## src/rtl/pmod_pkg.sv

```systemverilog
package pmod_pkg;

    localparam int ACC_W = 32;

    typedef enum logic [1:0] {
        ST_IDLE = 2'd0,
        ST_INT  = 2'd1,
        ST_FRAC = 2'd2
    } pmod_mode_e;

    typedef struct packed {
        logic [ACC_W-1:0] step;
        logic [ACC_W-1:0] num;
        logic [ACC_W-1:0] den;
    } pmod_word_t;

endpackage

```

## src/rtl/pmod_ctrl.sv

```systemverilog
module pmod_ctrl
    import pmod_pkg::*;
(
    input  logic             clk,
    input  logic             rst_n,
    input  logic             load_i,
    input  logic             mod_en_i,
    input  logic [ACC_W-1:0] step_i,
    input  logic [ACC_W-1:0] num_i,
    input  logic [ACC_W-1:0] den_i,
    output pmod_mode_e       mode_o,
    output pmod_word_t       word_o,
    output logic             clear_o,
    output logic             run_o,
    output logic             frac_o
);

    pmod_mode_e state_q;
    pmod_mode_e state_d;
    pmod_word_t word_q;
    logic       frac_req;

    assign frac_req = mod_en_i && (num_i != '0) && (den_i != '0);

    always_ff @(posedge clk) begin
        if (!rst_n) begin
            state_q <= ST_IDLE;
        end else begin
            state_q <= state_d;
        end
    end

    always_ff @(posedge clk) begin
        if (!rst_n) begin
            word_q <= '0;
        end else if (load_i) begin
            word_q.step <= step_i;
            word_q.num  <= num_i;
            word_q.den  <= den_i;
        end
    end

    always_comb begin
        state_d = state_q;
        unique case (state_q)
            ST_IDLE: begin
                if (load_i) state_d = frac_req ? ST_FRAC : ST_INT;
            end
            ST_INT: begin
                if (load_i) state_d = frac_req ? ST_FRAC : ST_INT;
            end
            ST_FRAC: begin
                if (load_i) state_d = frac_req ? ST_FRAC : ST_INT;
            end
            default: state_d = ST_IDLE;
        endcase
    end

    always_comb begin
        clear_o = load_i;
        run_o   = 1'b0;
        frac_o  = 1'b0;
        unique case (state_q)
            ST_IDLE: begin
                run_o  = 1'b0;
                frac_o = 1'b0;
            end
            ST_INT: begin
                run_o  = !load_i;
                frac_o = 1'b0;
            end
            ST_FRAC: begin
                run_o  = !load_i;
                frac_o = !load_i;
            end
            default: begin
                run_o  = 1'b0;
                frac_o = 1'b0;
            end
        endcase
    end

    assign mode_o = state_q;
    assign word_o = word_q;

endmodule

```

## src/rtl/pmod_residue.sv

```systemverilog
module pmod_residue #(
    parameter int W = 32
) (
    input  logic         clk,
    input  logic         rst_n,
    input  logic         clear_i,
    input  logic         active_i,
    input  logic [W-1:0] num_i,
    input  logic [W-1:0] den_i,
    output logic         carry_o,
    output logic [W-1:0] resid_o
);

    localparam int SUM_W = W + 1;

    logic [W-1:0]     resid_q;
    logic [SUM_W-1:0] sum;
    logic [SUM_W-1:0] sum_less;
    logic             wrap;
    logic [W-1:0]     resid_d;

    assign sum      = {1'b0, resid_q} + {1'b0, num_i};
    assign sum_less = sum - {1'b0, den_i};
    assign wrap     = (sum >= {1'b0, den_i});
    assign resid_d  = wrap ? sum_less[W-1:0] : sum[W-1:0];
    assign carry_o  = active_i && wrap;

    always_ff @(posedge clk) begin
        if (!rst_n) begin
            resid_q <= '0;
        end else if (clear_i) begin
            resid_q <= '0;
        end else if (active_i) begin
            resid_q <= resid_d;
        end
    end

    assign resid_o = resid_q;

endmodule

```

## src/rtl/pmod_primary.sv

```systemverilog
module pmod_primary #(
    parameter int W = 32
) (
    input  logic         clk,
    input  logic         rst_n,
    input  logic         clear_i,
    input  logic         run_i,
    input  logic [W-1:0] step_i,
    input  logic         carry_i,
    output logic [W-1:0] acc_o
);

    logic [W-1:0] acc_q;
    logic [W-1:0] acc_d;

    assign acc_d = acc_q + step_i + {{(W-1){1'b0}}, carry_i};

    always_ff @(posedge clk) begin
        if (!rst_n) begin
            acc_q <= '0;
        end else if (clear_i) begin
            acc_q <= '0;
        end else if (run_i) begin
            acc_q <= acc_d;
        end
    end

    assign acc_o = acc_q;

endmodule

```

## src/rtl/pmod_phase_acc.sv

```systemverilog
module pmod_phase_acc
    import pmod_pkg::*;
#(
    parameter int PHASE_W = 32
) (
    input  logic               clk,
    input  logic               rst_n,
    input  logic               load_i,
    input  logic               mod_en_i,
    input  logic [ACC_W-1:0]   int_word_i,
    input  logic [ACC_W-1:0]   frac_num_i,
    input  logic [ACC_W-1:0]   frac_den_i,
    output logic [PHASE_W-1:0] phase_o
);

    localparam int DROP_W = ACC_W - PHASE_W;

    pmod_mode_e       mode_w;
    pmod_word_t       word_w;
    logic             clear_w;
    logic             run_w;
    logic             frac_w;
    logic             carry_w;
    logic [ACC_W-1:0] resid_w;
    logic [ACC_W-1:0] acc_w;

    pmod_ctrl u_ctrl (
        .clk      (clk),
        .rst_n    (rst_n),
        .load_i   (load_i),
        .mod_en_i (mod_en_i),
        .step_i   (int_word_i),
        .num_i    (frac_num_i),
        .den_i    (frac_den_i),
        .mode_o   (mode_w),
        .word_o   (word_w),
        .clear_o  (clear_w),
        .run_o    (run_w),
        .frac_o   (frac_w)
    );

    pmod_residue #(.W(ACC_W)) u_residue (
        .clk      (clk),
        .rst_n    (rst_n),
        .clear_i  (clear_w),
        .active_i (frac_w),
        .num_i    (word_w.num),
        .den_i    (word_w.den),
        .carry_o  (carry_w),
        .resid_o  (resid_w)
    );

    pmod_primary #(.W(ACC_W)) u_primary (
        .clk      (clk),
        .rst_n    (rst_n),
        .clear_i  (clear_w),
        .run_i    (run_w),
        .step_i   (word_w.step),
        .carry_i  (carry_w),
        .acc_o    (acc_w)
    );

    generate
        if (DROP_W == 0) begin : g_full
            assign phase_o = acc_w;
        end else begin : g_trunc
            assign phase_o = acc_w[ACC_W-1:DROP_W];
        end
    endgenerate

endmodule

```

## config.mk

```make
export PLATFORM = sky130hd
export DESIGN_NAME = pmod_phase_acc
export DESIGN_NICKNAME = d
export VERILOG_FILES = /design/src/rtl/pmod_pkg.sv /design/src/rtl/pmod_ctrl.sv /design/src/rtl/pmod_residue.sv /design/src/rtl/pmod_primary.sv /design/src/rtl/pmod_phase_acc.sv
export SDC_FILE = /design/constraint.sdc
export NUM_CORES = 1
export LEC_CHECK = 0
export CAP_MARGIN = 10
export CELL_PAD_IN_SITES_DETAIL_PLACEMENT = 0
export CELL_PAD_IN_SITES_GLOBAL_PLACEMENT = 2
export CORE_ASPECT_RATIO = 0.7
export CORE_MARGIN = 3
export CORE_UTILIZATION = 35
export CTS_BUF_LIST = sky130_fd_sc_hd__clkbuf_8
export CTS_CLUSTER_SIZE = 40
export DETAILED_ROUTE_END_ITERATION = 8
export PLACE_DENSITY = 0.89
export SYNTH_ARGS = -nofsm -noshare
export SYNTH_HDL_FRONTEND = slang
export SYNTH_SLANG_ARGS = --single-unit
export TNS_END_PERCENT = 1
```

## constraint.sdc

```tcl
create_clock -name clk -period 7.6 [get_ports clk]
set_input_delay 1.52 -clock clk [delete_from_list [all_inputs] [get_ports clk]]
set_output_delay 1.52 -clock clk [all_outputs]
set_load 0.01 [all_outputs]
```

==> flow_summary.yaml <==
clock_network:
  clock-root-buffer: "clkbuf_8"
  htreeDepth: 4
  cts.sinks: 162
  path_clk_slew_ps: 90
  cts_made_buffers: 17
  insertion_delay_ps: 500
  cts_tree: "done"
  clockBufferDepth: 2
timing:
  max_freq_mhz: 139
  tns_ps: 0
  min_period_ps: 7200
  hold_violations: 0
  slew_violations: 0
  timing.final.crit_share_pct: 94.7
  setup_viol: 0
  holdWs_ps: 465
  rsz0062_at_grt: "yes"
  max_slew_margin_pct: 32.9
  fin_skew_ps: 14.3
  worstMarginPinSlew_ps: 1010
  final.setup.worst_slack_ps: 405
synth:
  ys_ff_latch: 162
  synth_area_sq_um: 10600
  synth_cell_types: 67
  synth.most_common_cell: "dfxtp_1"
  synth_nets: 1432
  ys_warn_count: 0
  synth_edf_count: 0
  synth_top_cell_by_area: "dfxtp_1"
  syn_area_per_cell_sq_um: 8.63
  async_flop_share_pct: 0
  synth_top_area_share_pct: 30.5
  yosysSeqAreaShare_pct: 30.5
  synthTopCellsByCount: "dfxtp_1 (162), nor2_1 (115), nor2b_1 (111)"
  yosys_most_used_dff: "dfxtp_1"
  synth_area_leaders: "dfxtp_1 (30%), ha_1 (11%), mux2i_1 (10%), nor2b_1 (6.5%), a21oi_1 (4.4%)"
  synth_cells: 1233
worst_hold_path:
  holdPathStages: 2
  min_path_type: "reg2reg"
  min_from: "u_residue.resid_o[2]"
  hold_end: "u_residue.resid_o[2]"
detailed_routing:
  first_pass_iters: 5
  drcViolationCount: 0
  ant_nets: 0
  wl_per_cell_microns: 16.8
  wl_microns: 29500
  viasPerCell: 5.07
  vias: 8900
  drtIter0Drc: 551
pwr:
  swShare_pct: 30.7
  pwr-share-seq_pct: 40.7
  powerDensity_nw_per_um2: 175
  internal-power_mw: 1.55
  max-vdd-ir-drop_v: 0.0000904
  pwr-share-comb_pct: 26.8
  clockPowerShare_pct: 32.6
  netSwitchingPower_mw: 0.688
  leakage_nw: 5.57
final_layout:
  stdcell_count: 1755
  syn_to_final_growth_pct: 20.2
  final_nets: 1537
  fillCellCount: 3007
  n_antenna_cell: 0
  drive_above_1_share_pct: 5.63
place:
  gp_congestion: 0.923
  port_buffers: 131
  dpl_worst_slack_ps: -51.3
  dp_hpwl_microns: 22100
  dpl.cell_count: 1723
floorplanning:
  fp.dieArea_sq_um: 32600
  die_h_microns: 152
  start_util_pct: 36.2
  die_w_microns: 214
  rows: 52
  coreArea_sq_um: 29400
  boundaryPins: 132
setup_path:
  critPathSlowestCell: "fa_1"
  timing.rr.start: "u_residue.resid_o[6]"
  crit_fanout: 5
  worstPathRequired_ps: 8010
  critPathLaunchType: "flip-flop"
  critPathMaxStageDelay_ps: 430
  ff2ff_path_depth: 31
  cp_data_arrival_time_ps: 7600
  r2r-end: "u_primary.acc_o[26]"
  critPathKind: "reg2reg"
  r2r_setup_slack_ps: 400
  cp-end-kind: "flip-flop"
global_route:
  grtUsageMet3_pct: 4.09
  grt_pass1_wl_microns: 47200
  grt_max_degree: 101
  grt_use_met1_pct: 27.0
  grt_overflow: 0
  grt_pass1_vias: 8640
  use_met2_pct: 26.3
  antenna_found_initial: 0
  grt.busiest_layer: "met1"
  grt_use_total_pct: 18.1
job:
  max_cap_viol_count: 0
status:
  outcome: "finished clean"
[cells by family after synthesis]
family / after synthesis / share of synthesized area [%]
adder cells (fa/ha/maj): 99 / 11.9
buffers and inverters: 104 / 3.89
AO/OA/AOI/OAI: 296 / 18.3
XOR/XNOR: 83 / 6.83
flip-flops: 162 / 30.5
multiplexers: 109 / 10.3
AND/OR/NAND/NOR: 380 / 18.4
[final cells by class]
class / count / area [sq um] / area share, %
Clock buffer: 18 / 248 / 1.94
Clock inverter: 13 / 194 / 1.52
Inverter: 47 / 176 / 1.38
Multi-Input combinational cell: 967 / 7030 / 54.9
Sequential cell: 162 / 3240 / 25.3
Tap cell: 405 / 507 / 3.96
Timing Repair Buffer: 143 / 1400 / 10.9
[worst max-delay path by stage]
stage	startpoint	to	slack, ps	cells after the start
floorplan	u_residue.resid_o[0]	u_primary.acc_o[26]	810	34
global placement	u_residue.resid_o[0]	u_primary.acc_o[26]	180	33
detailed placement	u_residue.resid_o[0]	u_primary.acc_o[26]	-50	33
CTS	u_residue.resid_o[0]	u_primary.acc_o[26]	80	33
global route	u_residue.resid_o[6]	u_primary.acc_o[26]	-50	31
finish	u_residue.resid_o[6]	u_primary.acc_o[26]	400	31
[sequential cells by signal, indices dropped and copies added (netlist names)]
| name | flops |
|---|---|
| u_ctrl.word_o | 96 |
| u_primary.acc_o | 32 |
| u_residue.resid_o | 32 |
| u_ctrl.mode_o | 2 |
[power by group through the flow]
stage / registers, mW / clock network (mW) / logic, mW
final: 0.910 / 0.728 / 0.599
after floorplan: 0.923 / 0 / 0.425
after global placement: 0.929 / 0 / 0.592
after CTS: 0.911 / 0.761 / 0.596
after global routing: 0.915 / 0.791 / 0.664
after detailed placement: 0.930 / 0 / 0.591
[worst max-delay path, delay by kind of cell (launching register included)]
family	cells	cell delay, ps
flip-flops	1	320
adder cells (fa/ha/maj)	3	1090
XOR/XNOR	2	260
buffers and inverters	1	70
AO/OA/AOI/OAI	19	4420
AND/OR/NAND/NOR	6	940
[stage by stage]
step	power [mW]	instance area [sq um]	utilization, %
3_5_place_dp	1.52	12300	41.9
2_1_floorplan	1.35	10600	-
5_1_grt	2.37	12800	43.5
3_3_place_gp	1.52	12300	41.9
6_report	2.24	12800	43.5
4_1_cts	2.27	12800	43.4
[metal layers]
metal / up-vias / routed length (microns)
li1: 4599 / -
met1: 4090 / 15700
met2: 186 / 11900
met3: 25 / 1490
met4: 0 / 376
met5: - / 0
[cell usage in the layout (no fill, tap or decap), types with 5 or more instances in the layout]
cell | Yosys | final
nor2_1 | 115 | 115
nand3_1 | 18 | 18
bufinv_16 | 0 | 5
nor2b_1 | 111 | 109
xnor2_1 | 48 | 48
nor4_1 | 16 | 16
nand4_1 | 18 | 18
nor3_1 | 20 | 20
dfxtp_1 | 162 | 162
clkdlybuf4s50_1 | 0 | 129
inv_1 | 47 | 50
clkbuf_8 | 0 | 18
a21oi_1 | 93 | 91
a21o_1 | 44 | 44
o21bai_1 | 7 | 7
mux2i_1 | 109 | 109
buf_4 | 3 | 12
ha_1 | 96 | 94
o211ai_1 | 8 | 8
o21ai_0 | 51 | 51
nand2b_1 | 8 | 8
a211oi_1 | 27 | 25
nand2_1 | 47 | 46
xor2_1 | 35 | 35
a31oi_1 | 5 | 5
o21a_1 | 15 | 14
[what timing repair did]
| action | CTS | global route |
|---|---|---|
| setup buffers | 0 | 1 |
| gates cloned | 0 | 0 |
| pin swaps | 0 | 4 |
| setup endpoints to repair | 1 | 16 |
| hold buffers | 0 | 0 |
| resized for setup | 2 | 9 |
No activity file was read; power rests on OpenSTA's default activity.
